## src/rtl/uart_tx_pkg.sv

```systemverilog
package uart_tx_pkg;

  localparam int FRAME_W = 12;

  typedef struct packed {
    logic cts_flow;
    logic two_stop;
    logic par_en;
    logic par_even;
    logic data8;
  } char_cfg_t;

  // parity bit that completes the requested ones count
  function automatic logic parity_bit(input logic [7:0] d, input char_cfg_t c);
    logic ones;
    ones = c.data8 ? ^d : ^d[6:0];
    return c.par_even ? ones : ~ones;
  endfunction

  // number of line bits in one character
  function automatic logic [3:0] frame_len(input char_cfg_t c);
    logic [3:0] n;
    n = 4'd9;
    if (c.data8)    n = n + 4'd1;
    if (c.par_en)   n = n + 4'd1;
    if (c.two_stop) n = n + 4'd1;
    return n;
  endfunction

  // frame image, bit 0 leaves first; unused upper positions stay 1
  function automatic logic [FRAME_W-1:0] build_frame(input logic [7:0] d, input char_cfg_t c);
    logic [FRAME_W-1:0] f;
    f    = '1;
    f[0] = 1'b0;
    for (int i = 0; i < 8; i++) begin
      if (i < 7 || c.data8) f[i+1] = d[i];
    end
    if (c.par_en) begin
      if (c.data8) f[9] = parity_bit(d, c);
      else         f[8] = parity_bit(d, c);
    end
    return f;
  endfunction

endpackage

```

## src/rtl/uart_tx_queue.sv

```systemverilog
module uart_tx_queue #(
  parameter int DEPTH = 255,
  parameter int W     = 8,
  localparam int PW   = $clog2(DEPTH),
  localparam int CW   = $clog2(DEPTH + 1)
) (
  input  logic          clk,
  input  logic          rst_n,
  input  logic          wr_i,
  input  logic [W-1:0]  wdata_i,
  input  logic          rd_i,
  output logic [W-1:0]  rdata_o,
  output logic [CW-1:0] count_o,
  output logic          empty_o
);

  logic [W-1:0]  mem [DEPTH];
  logic [PW-1:0] wr_ptr, rd_ptr;
  logic          full, wr_ok, rd_ok;

  function automatic logic [PW-1:0] bump(input logic [PW-1:0] p);
    return (p == PW'(DEPTH - 1)) ? '0 : p + 1'b1;
  endfunction

  assign full    = (count_o == CW'(DEPTH));
  assign empty_o = (count_o == '0);
  assign wr_ok   = wr_i && !full;
  assign rd_ok   = rd_i && !empty_o;
  assign rdata_o = mem[rd_ptr];

  always_ff @(posedge clk) begin
    if (wr_ok) mem[wr_ptr] <= wdata_i;
  end

  always_ff @(posedge clk or negedge rst_n) begin
    if (!rst_n) begin
      wr_ptr  <= '0;
      rd_ptr  <= '0;
      count_o <= '0;
    end else begin
      if (wr_ok) wr_ptr <= bump(wr_ptr);
      if (rd_ok) rd_ptr <= bump(rd_ptr);
      case ({wr_ok, rd_ok})
        2'b10:   count_o <= count_o + 1'b1;
        2'b01:   count_o <= count_o - 1'b1;
        default: count_o <= count_o;
      endcase
    end
  end

  a_r10_no_overflow: assert property (@(posedge clk) disable iff (!rst_n)
    (full && wr_i && !rd_i) |=> (count_o == $past(count_o)));

  a_r10_count_bound: assert property (@(posedge clk) disable iff (!rst_n)
    count_o <= CW'(DEPTH));

endmodule

```

## src/rtl/uart_tx_baud.sv

```systemverilog
module uart_tx_baud #(
  parameter int PRESCALE = 10,
  parameter int DIV_W    = 16,
  localparam int PCW     = $clog2(PRESCALE)
) (
  input  logic             clk,
  input  logic             rst_n,
  input  logic [DIV_W-1:0] div_i,
  output logic             tick_o
);

  logic [PCW-1:0]   pre_cnt;
  logic [DIV_W-1:0] div_cnt;
  logic             pre_hit, div_hit;

  assign pre_hit = (pre_cnt == PCW'(PRESCALE - 1));
  assign div_hit = (div_cnt >= div_i);
  assign tick_o  = pre_hit && div_hit;

  always_ff @(posedge clk or negedge rst_n) begin
    if (!rst_n) begin
      pre_cnt <= '0;
      div_cnt <= '0;
    end else begin
      pre_cnt <= pre_hit ? '0 : pre_cnt + 1'b1;
      if (pre_hit) div_cnt <= div_hit ? '0 : div_cnt + 1'b1;
    end
  end

  if (PRESCALE > 1) begin : g_spacing
    a_r3_tick_spacing: assert property (@(posedge clk) disable iff (!rst_n)
      tick_o |=> !tick_o);
  end

endmodule

```

## src/rtl/uart_tx_shifter.sv

```systemverilog
module uart_tx_shifter
  import uart_tx_pkg::*;
#(
  parameter int OVERSAMPLE = 16,
  localparam int SW        = $clog2(OVERSAMPLE)
) (
  input  logic      clk,
  input  logic      rst_n,
  input  logic      tick_i,
  input  logic      avail_i,
  input  logic [7:0] data_i,
  input  char_cfg_t cfg_i,
  input  logic      brk_i,
  input  logic      cts_i,
  output logic      take_o,
  output logic      busy_o,
  output logic      txd_o
);

  logic [FRAME_W-1:0] shreg;
  logic [3:0]         left;
  logic [SW-1:0]      sub;
  logic               go;

  assign go     = avail_i && !brk_i && (!cfg_i.cts_flow || cts_i);
  assign take_o = tick_i && !busy_o && go;

  always_ff @(posedge clk or negedge rst_n) begin
    if (!rst_n) begin
      busy_o <= 1'b0;
      shreg  <= '1;
      left   <= '0;
      sub    <= '0;
      txd_o  <= 1'b1;
    end else begin
      txd_o <= brk_i ? 1'b0 : (busy_o ? shreg[0] : 1'b1);
      if (take_o) begin
        shreg  <= build_frame(data_i, cfg_i);
        left   <= frame_len(cfg_i);
        sub    <= '0;
        busy_o <= 1'b1;
      end else if (busy_o && tick_i) begin
        if (sub == SW'(OVERSAMPLE - 1)) begin
          sub   <= '0;
          shreg <= {1'b1, shreg[FRAME_W-1:1]};
          left  <= left - 4'd1;
          if (left == 4'd1) busy_o <= 1'b0;
        end else begin
          sub <= sub + 1'b1;
        end
      end
    end
  end

  a_r6_cts_blocks_start: assert property (@(posedge clk) disable iff (!rst_n)
    (cfg_i.cts_flow && !cts_i && !busy_o) |=> !busy_o);

  a_r8_break_blocks_start: assert property (@(posedge clk) disable iff (!rst_n)
    (brk_i && !busy_o) |=> !busy_o);

  a_r8_break_line_low: assert property (@(posedge clk) disable iff (!rst_n)
    brk_i |=> !txd_o);

endmodule

```

## src/rtl/uart_tx_path.sv

```systemverilog
module uart_tx_path
  import uart_tx_pkg::*;
#(
  parameter int NORM_DEPTH = 255,
  parameter int PRIO_DEPTH = 32,
  parameter int PRESCALE   = 10,
  parameter int OVERSAMPLE = 16,
  parameter int DIV_W      = 16,
  localparam int NCW       = $clog2(NORM_DEPTH + 1),
  localparam int PCW       = $clog2(PRIO_DEPTH + 1)
) (
  input  logic             clk,
  input  logic             rst_n,
  input  logic             norm_wr,
  input  logic [7:0]       norm_data,
  input  logic             prio_wr,
  input  logic [7:0]       prio_data,
  input  logic [4:0]       char_cfg,
  input  logic [1:0]       line_cfg,
  input  logic [DIV_W-1:0] baud_div,
  input  logic             cts,
  input  logic             xoff_stop,
  input  logic             xoff_resume,
  output logic             txd,
  output logic [NCW-1:0]   norm_level,
  output logic [7:0]       prio_stat,
  output logic [7:0]       tx_stat
);

  char_cfg_t      cc;
  logic           tx_en, brk;
  logic           tick, take, busy;
  logic           norm_empty, prio_empty;
  logic [7:0]     norm_rdata, prio_rdata;
  logic [PCW-1:0] pcount;
  logic           norm_pop, prio_pop;
  logic           hold_full, xoff_q, all_empty;
  logic [7:0]     hold_data;

  assign cc    = char_cfg_t'(char_cfg);
  assign tx_en = line_cfg[0];
  assign brk   = line_cfg[1];

  // urgent queue wins the holding register; software stop gates only the ordinary queue
  assign prio_pop = !hold_full && tx_en && !prio_empty;
  assign norm_pop = !hold_full && tx_en && !xoff_q && prio_empty && !norm_empty;

  uart_tx_queue #(.DEPTH(NORM_DEPTH), .W(8)) u_norm (
    .clk(clk), .rst_n(rst_n), .wr_i(norm_wr), .wdata_i(norm_data),
    .rd_i(norm_pop), .rdata_o(norm_rdata), .count_o(norm_level), .empty_o(norm_empty)
  );

  uart_tx_queue #(.DEPTH(PRIO_DEPTH), .W(8)) u_prio (
    .clk(clk), .rst_n(rst_n), .wr_i(prio_wr), .wdata_i(prio_data),
    .rd_i(prio_pop), .rdata_o(prio_rdata), .count_o(pcount), .empty_o(prio_empty)
  );

  uart_tx_baud #(.PRESCALE(PRESCALE), .DIV_W(DIV_W)) u_baud (
    .clk(clk), .rst_n(rst_n), .div_i(baud_div), .tick_o(tick)
  );

  uart_tx_shifter #(.OVERSAMPLE(OVERSAMPLE)) u_shift (
    .clk(clk), .rst_n(rst_n), .tick_i(tick), .avail_i(hold_full), .data_i(hold_data),
    .cfg_i(cc), .brk_i(brk), .cts_i(cts), .take_o(take), .busy_o(busy), .txd_o(txd)
  );

  always_ff @(posedge clk or negedge rst_n) begin
    if (!rst_n) begin
      hold_full <= 1'b0;
      hold_data <= '0;
      xoff_q    <= 1'b0;
    end else begin
      if (take)                     hold_full <= 1'b0;
      else if (prio_pop || norm_pop) hold_full <= 1'b1;
      if (prio_pop)      hold_data <= prio_rdata;
      else if (norm_pop) hold_data <= norm_rdata;
      if (xoff_resume)    xoff_q <= 1'b0;
      else if (xoff_stop) xoff_q <= 1'b1;
    end
  end

  assign all_empty = !hold_full && norm_empty && prio_empty;
  assign prio_stat = {!prio_empty, 7'(pcount)};
  assign tx_stat   = {5'b0, all_empty, !busy, 1'b0};

  a_r4_prio_ahead: assert property (@(posedge clk) disable iff (!rst_n)
    (pcount != '0) |=> (norm_level >= $past(norm_level)));

  a_r5_disable_freezes: assert property (@(posedge clk) disable iff (!rst_n)
    !tx_en |=> (norm_level >= $past(norm_level) && pcount >= $past(pcount)));

  a_r7_xoff_holds_normal: assert property (@(posedge clk) disable iff (!rst_n)
    xoff_q |=> (norm_level >= $past(norm_level)));

  a_r9_idle_line_high: assert property (@(posedge clk) disable iff (!rst_n)
    (tx_stat[2] && tx_stat[1] && !brk && !$past(brk)) |-> txd);

endmodule

```

## config.mk

```make
export PLATFORM = sky130hd
export DESIGN_NAME = uart_tx_path
export DESIGN_NICKNAME = d
export VERILOG_FILES = /design/src/rtl/uart_tx_pkg.sv /design/src/rtl/uart_tx_queue.sv /design/src/rtl/uart_tx_baud.sv /design/src/rtl/uart_tx_shifter.sv /design/src/rtl/uart_tx_path.sv
export SDC_FILE = /design/constraint.sdc
export NUM_CORES = 2
export LEC_CHECK = 0
export ABC_CLOCK_PERIOD_IN_PS = 9200
export BUFFER_PORTS_ARGS = -buffer_cell sky130_fd_sc_hd__buf_2
export CAP_MARGIN = 20
export CORE_ASPECT_RATIO = 0.7
export CORE_UTILIZATION = 55
export CTS_BUF_LIST = sky130_fd_sc_hd__clkbuf_16
export DETAILED_ROUTE_END_ITERATION = 16
export GPL_TIMING_DRIVEN = 1
export PLACE_DENSITY_LB_ADDON = 0.1
export SLEW_MARGIN = 20
export SYNTH_ARGS = -nofsm -noshare
export SYNTH_HDL_FRONTEND = slang
export SYNTH_SLANG_ARGS = --single-unit
```

## constraint.sdc

```tcl
create_clock -name clk -period 9.2 [get_ports clk]
set_clock_uncertainty 0.1 [all_clocks]
set_input_delay 1.84 -clock clk [delete_from_list [all_inputs] [get_ports clk]]
set_output_delay 1.84 -clock clk [all_outputs]
set_load 0.01 [all_outputs]
```

* Yosys cells after proc, flatten, opt, wreduce, memory -nomap -nowiden
Memory sizes are Yosys's and may differ from the RTL's.
Index checks and enable logic that the tools add are counted.
** Word-level totals
- Memories :: 2
- Bits in registers :: 92
- Output and inout bits :: 25
- RAM bits :: 2296
** Operators by class
- Bitwise gates (word level) :: 1
- Magnitude comparators :: 1
- Add/subtract/negate cells :: 14
- Multiplexer cells :: 44
- Reduce and logical (&&, ||, !) cells :: 42
- Equal/unequal tests :: 13
** Memory list
- u_norm.mem :: depth 255, bits a word 8, rd ports 1, clocked after Yosys merged registers in 0, write ports 1, RTL line uart_tx_queue.sv:17 : logic [W-1:0] mem [DEPTH];
- u_prio.mem :: depth 32, bits a word 8, rd ports 1, clocked after Yosys merged registers in 0, write ports 1, RTL line uart_tx_queue.sv:17
** Operator list (count)
- 4-bit 2-to-1 mux :: 11
- 12-bit 2-to-1 mux :: 3
- 8-bit 2-to-1 mux :: 4
- 8-bit by 1-bit adder with 8-bit output (second input constant) :: 3
- 8-bit == test (second input constant) :: 3
- 1-bit 2-to-1 mux :: 19
- 1-bit logical AND :: 17
- 16-bit by 1-bit adder with 16-bit output (second input constant) :: 1
- 4-bit by 1-bit adder with 4-bit output (second input constant) :: 4
- 16-bit greater-or-equal comparator :: 1
- 16-bit 2-to-1 mux :: 1
- 8-bit case mux with 2 select lines :: 1
- 2-bit nonzero test :: 8
- 6-bit case mux with 2 select lines :: 1
- 5-bit by 1-bit adder with 5-bit output (second input constant) :: 2
- 5-bit == test (second input constant) :: 2
- 5-bit 2-to-1 mux :: 2
- 1-bit zero test :: 9
- 4-bit == test (second input constant) :: 2
- 8-bit zero test :: 1
- 8-bit parity :: 1
- 8-bit by 1-bit subtractor with 8-bit output (second input constant) :: 1
- 7-bit parity :: 1
- 6-bit by 1-bit adder with 6-bit output (second input constant) :: 1
- 12 further kinds :: 16

* Depth between registers and ports, before layout
- Depth after elaboration :: 11
- Gate-level depth with buffers :: 15
- Mapped depth without buffers :: 14

* Cells and area by module
A second synthesis with hierarchy kept.
** Unflattened totals
- Cells, all modules :: 4778
- Area, all modules :: 94604.5 um^2
** Modules (own cells, without submodules)
- uart_tx_queue at u_norm :: cells an instance 3874, area an instance 80484.7 um^2, instances 1
- uart_tx_queue at u_prio :: cells an instance 574, area an instance 10968.0 um^2, instances 1
- uart_tx_baud :: cells an instance 158, area an instance 1448.9 um^2, instances 1
- uart_tx_shifter :: cells an instance 122, area an instance 1121.1 um^2, instances 1
- uart_tx_path :: cells an instance 50, area an instance 581.8 um^2, instances 1

* Least setup slack after synthesis
No wires, ideal clock.
- Path kind :: input port to flip-flop
- Start point :: in line_cfg[0]
- End point :: reg u_norm.count_o[7]
- Path slack :: 4696 ps
- Cell stages on the path :: 15
- Required time :: 8972 ps
- Path buffers :: 1
- Arrival :: 4276 ps
- Cell sequence :: nand2b_1 nor2_1 nand3_1 inv_1 clkbuf_1 ha_1 ha_1 a21o_1 a21oi_1 nor2b_1 o21a_1 o41ai_1 xnor2_1 nor2_1 xor2_1
** Between the ends
- Longest elaborated chain between the ends :: 7
** RTL lines
- from (decl) :: RTL line uart_tx_path.sv:19 : input logic [1:0] line_cfg,
- 1-bit logical AND * (4 in series) :: RTL line uart_tx_path.sv:46 : assign norm_pop = !hold_full && tx_en && !xoff_q && prio_empty && !norm_empty;
- 1-bit logical AND * :: RTL line uart_tx_queue.sv:28 : assign rd_ok = rd_i && !empty_o;
- via u_norm.rd_ok :: RTL line uart_tx_queue.sv:19 : logic full, wr_ok, rd_ok;
- 2-bit by 1-bit == test with 1-bit output or 2-bit == test (tied branches) :: RTL line uart_tx_queue.sv:43 : case ({wr_ok, rd_ok})
- 8-bit case mux with 2 select lines or 2-bit nonzero test (tied branches)
- to (signal assigned) :: RTL line uart_tx_queue.sv:44 : 2'b10: count_o <= count_o + 1'b1;
- to (signal assigned) :: RTL line uart_tx_queue.sv:45 : 2'b01: count_o <= count_o - 1'b1;
- to (signal assigned) :: RTL line uart_tx_queue.sv:46 : default: count_o <= count_o;
- to (decl) :: RTL line uart_tx_queue.sv:13 : output logic [CW-1:0] count_o,
The timed path passes the listed nets; every way through them passes the cells marked *.
A chain may end at the register's enable or synchronous reset.

* Worst setup path after layout
- Start point :: reg u_norm.rd_ptr[1]
- End point :: reg hold_data[7]
** Between the ends
- Longest elaborated chain between the ends :: 3
** RTL lines
- from (decl) :: RTL line uart_tx_queue.sv:18 : logic [PW-1:0] wr_ptr, rd_ptr;
- from (signal assigned) :: RTL line uart_tx_queue.sv:42 : if (rd_ok) rd_ptr <= bump(rd_ptr);
- memory 255 x 8 bit
- 8-bit 2-to-1 mux :: RTL line uart_tx_path.sv:76 : else if (norm_pop) hold_data <= norm_rdata;
- 8-bit 2-to-1 mux :: RTL line uart_tx_path.sv:75 : if (prio_pop) hold_data <= prio_rdata;
- to (signal assigned) :: RTL line uart_tx_path.sv:75
- to (signal assigned) :: RTL line uart_tx_path.sv:76
- to (decl) :: RTL line uart_tx_path.sv:38 : logic [7:0] hold_data;
Every way passes these cells. The select of a mux whose other input is x is not followed.

==> qor_table.md <==
| Group | Metric | Reported |
|---|---|---|
| status | Status | finished clean |
| route | Via total after detailed routing | 48,520 |
| setup path | Setup Crit Path Kind | flop to flop |
| cts | Setup fix buffers added after clock tree synthesis | 0 |
| sta | Measured slew at the worst slew-check pin | 1.232 ns |
| floorplan | Effective utilization at floorplan | 0.5568 |
| route | Number of remaining DRC errors | 0 |
| route | Vias per cell | 6.747 |
| placed design | Detail Placement HPWL | 154,900 um |
| cts | CTS tree | built |
| floorplan | Height of the die | 348.4 um |
| cts | Sink count of the clock tree | 2,386 |
| global route | First-pass GRT wire length | 362,800 um |
| setup path | Critical path, cell by cell | buf_12, buf_4, mux4_2, mux2i_1, o22ai_1, nor2_1, o311ai_0, a41oi_1, o31ai_1 |
| cts | Library cell used as clock root buffer | clkbuf_16 |
| global route | Maximum number of pins on one net before global-route repair | 150 |
| cts | Maximum level of the CTS H-tree | 4 |
| route | Iteration count of the initial detailed-routing pass | 9 |
| setup path | Largest stage delay on the critical path | 0.73 ns |
| placed design | Number of buffers inserted by port buffering | 63 |
| global route | Via count of the first global-routing pass | 46,630 |
| yosys | Count of unique library cells instantiated by Yosys | 71 |
| hold path | HP Class | flop to flop |
| flow run | Max cap viols | 0 |
| yosys | Sequential area share after synthesis | 0.7554 |
| setup path | Category of the worst setup path capture point | flop |
| route | Iteration-0 DRC count of the detailed router | 7,233 |
| sta | Setup repair after global routing missed its margin | false |
| cts | Clock transition at the register clock pins on the worst setup and hold paths after CTS | 0.07 ns |
| pwr | Final total power | 0.02871 W |
| pwr | Power per cell area | 276.1 mW/mm2 |
| placed design | Total cell area at the placement stage | 0.09706 mm2 |
| floorplan | Floorplan die width | 496.8 um |
| sta | Slew HR | 0.1681 |
| sta | Setup TNS | 0 ns |
| cts | Post-CTS sizing | 0 |
| floorplan | Floorplan die area | 0.1731 mm2 |
| placed design | Global placement routability congestion | 0.8875 |
| setup path | Startpoint type of the worst setup path | flop |
| route | Count of nets left with antenna violations after detail routing | 0 |
| yosys | Area of the mapped netlist | 0.09428 mm2 |
| final layout | Fraction of layout cells with a size suffix above 1 | 0.2226 |
| cts | Clk_lat worst skew | 0.86 ns |
| yosys | Ys flop type | edfxtp_1 |
| route | Total detailed-routing wirelength | 256,000 um |
| floorplan | Core region area | 0.1693 mm2 |
| global route | Total global routing overflow | 0 |
| yosys | Synth warnings | 0 |
| sta | Count of pins over their slew limit | 0 |
| setup path | Arrival @ worst endpoint | 5.54 ns |
| floorplan | Top-Level Pins | 71 |
| final layout | Number of nets in the final layout | 4,861 |
| sta | Share of the clock period used by the worst path | 0.5375 |
| sta | Hold violation total from the final report | 0 |
| global route | Initial antenna violation count | 11 |
| pwr | Pleak | 33.84 nW |
| cts | Number of CTS-inserted buffers | 211 |
| yosys | Synthesized flop and latch total | 2,386 |
| floorplan | Standard-cell row count | 126 |
| setup path | Crit-path max FO | 107 |
| sta | Maximum clock rate | 0.2022 GHz |
| sta | Final critical delay including setup and external delays | 4.945 ns |
| cts | Number of buffers on the longest clock path | 3 |
| yosys | Share of synthesized flip-flops with an asynchronous set or reset | 0.03772 |
| setup path | Critical path's slowest cell | buf_4 |
| pwr | VDD IR max | 254.0 uV |
| yosys | Number of instances in the synthesized netlist | 4,653 |
| cts | Number of hold buffers added after cts | 0 |
| final layout | Non-Filler Cell Area, Final | 0.1040 mm2 |
| sta | Final setup violation count | 0 |
| yosys | Avg Synthesized Cell Area | 20.26 um2 |
| sta | Final Hold Slack | 0.3683 ns |
| global route | GR Util All Layers | 0.2991 |
| route | Post-detailed-route wirelength per cell | 35.60 um |
| setup path | WP data required | 9.80 ns |
| yosys | Number of enable-type register cells in the synthesized netlist | 2,296 |
| final layout | Area grow syn2layout | 10.30% |
[metrics by stage]
step	instances	utilization	worst slack, ns
after floorplan	4659	-	4.696
after global placement	6792	0.5732	3.776
after detailed placement	6792	0.5733	3.989
after CTS	7189	0.6141	4.398
after global routing	7190	0.6142	4.133
final	7191	0.6142	4.255
[cells in the final DEF (no fill, tap or decap), types with 8 or more instances in the layout]
| cell type | instances |
|---|---|
| edfxtp_1 | 2296 |
| mux4_2 | 565 |
| nor2_1 | 365 |
| clkbuf_16 | 217 |
| mux2i_1 | 168 |
| nand2_1 | 150 |
| inv_1 | 91 |
| buf_4 | 86 |
| o21ai_0 | 84 |
| a21oi_1 | 74 |
| dfrtp_1 | 70 |
| a22oi_1 | 61 |
| buf_2 | 54 |
| clkinv_1 | 48 |
| ha_1 | 47 |
| clkinv_2 | 46 |
| nand3_1 | 45 |
| o22ai_1 | 26 |
| bufinv_16 | 24 |
| a211oi_1 | 23 |
| o221ai_1 | 22 |
| xor2_1 | 21 |
| mux2_2 | 21 |
| nor3_1 | 20 |
| a22o_1 | 20 |
| xnor2_1 | 18 |
| nor2b_1 | 18 |
| a221oi_1 | 18 |
| a31oi_1 | 15 |
| nand3_2 | 13 |
| buf_12 | 13 |
| a21o_1 | 12 |
| o31ai_1 | 12 |
| dfstp_2 | 11 |
| and3_1 | 10 |
| nand4_1 | 10 |
| nand2b_1 | 9 |
| and2_1 | 9 |
| a2111oi_0 | 8 |
| clkbuf_8 | 8 |
[worst max-delay path, delay by kind of cell, from the launching register on]
kind / cells / cell delay (ns)
flops: 1 / 0.67
compound gates: 4 / 1.26
buf+inv: 2 / 1.20
mux: 2 / 0.74
simple gates: 1 / 0.53
[flip-flops by register name, indices dropped and copies added (netlist names), 6 cells and up]
| name | count |
|---|---|
| u_prio.count_o | 6 |
| u_prio.mem | 256 |
| u_norm.wr_ptr | 8 |
| hold_data | 8 |
| u_baud.div_cnt | 16 |
| u_norm.count_o | 8 |
| u_norm.rd_ptr | 8 |
| u_norm.mem | 2040 |
| u_shift.shreg | 10 |
[per-layer routing]
layer,global-route usage,wire (um),vias to the layer above,part of all wire
met5,0.005247,197,-,0.00077
met4,0.07615,6282,6,0.025
met3,0.09279,34120,367,0.13
met2,0.3968,105100,3110,0.41
met1,0.4784,110300,25670,0.43
li1,-,-,19360,-
[power breakdown]
part	leakage [nW]	switching, W	internal [W]
registers	21.7	0.000374	0.0121
clock network	3.57	0.00398	0.00494
logic	8.55	0.00428	0.00299
total	33.8	0.00864	0.0201
[logic make-up after synthesis]
logic type,after synthesis,synth area share
DFF,2386,0.7554
muxes,754,0.1553
and+or+nand+nor,685,0.03092
AOI/OAI and AO/OA,423,0.03043
buffers and inverters,316,0.01765
adders and majority gates,49,0.006662
xor gates and xnor gates,39,0.003623
other,1,0.00003978
[path summary, 6_finish.rpt]
| path | startpoint | slack (ns) | depth (start not counted) | end |
|---|---|---|---|---|
| worst max register to register | u_norm.rd_ptr[1] | 4.26 | 9 | hold_data[7] |
| min in group asynchronous | rst_n | 0.86 | 1 | u_prio.wr_ptr[4] |
| worst max-delay path | u_norm.rd_ptr[1] | 4.26 | 9 | hold_data[7] |
| max in group asynchronous | rst_n | 6.83 | 2 | u_prio.rd_ptr[0] |
| worst min-delay path | u_shift.shreg[0] | 0.37 | 2 | u_shift.txd_o |
| worst min register to register | u_shift.shreg[0] | 0.37 | 2 | u_shift.txd_o |
[final cells by class]
type                       instances  area [um2]
antenna                            1       2.502
clock buffer                     217        5430
clock inverter                   180        1486
fill                           11850       65330
inverter                          48       185.2
multi-input combinational       1957       21550
sequential                      2386       71240
tap                             2240        2803
timing repair buffer             162        1294
[synthesized netlist by cell type (37+ instances only)]
cell	count	area [um2]
buf_6	37	416.7
dfrtp_1	79	1977
a22oi_1	61	457.9
ha_1	47	588.1
buf_2	52	260.3
mux2i_1	168	1682
nor2_1	367	1378
inv_1	46	172.7
o21ai_0	84	420.4
edfxtp_1	2296	68950
nand2_1	150	563.0
a21oi_1	74	370.4
clkbuf_1	132	495.5
mux4_2	565	12720
nand3_1	61	305.3
No activity file was read; power rests on OpenSTA's default activity.
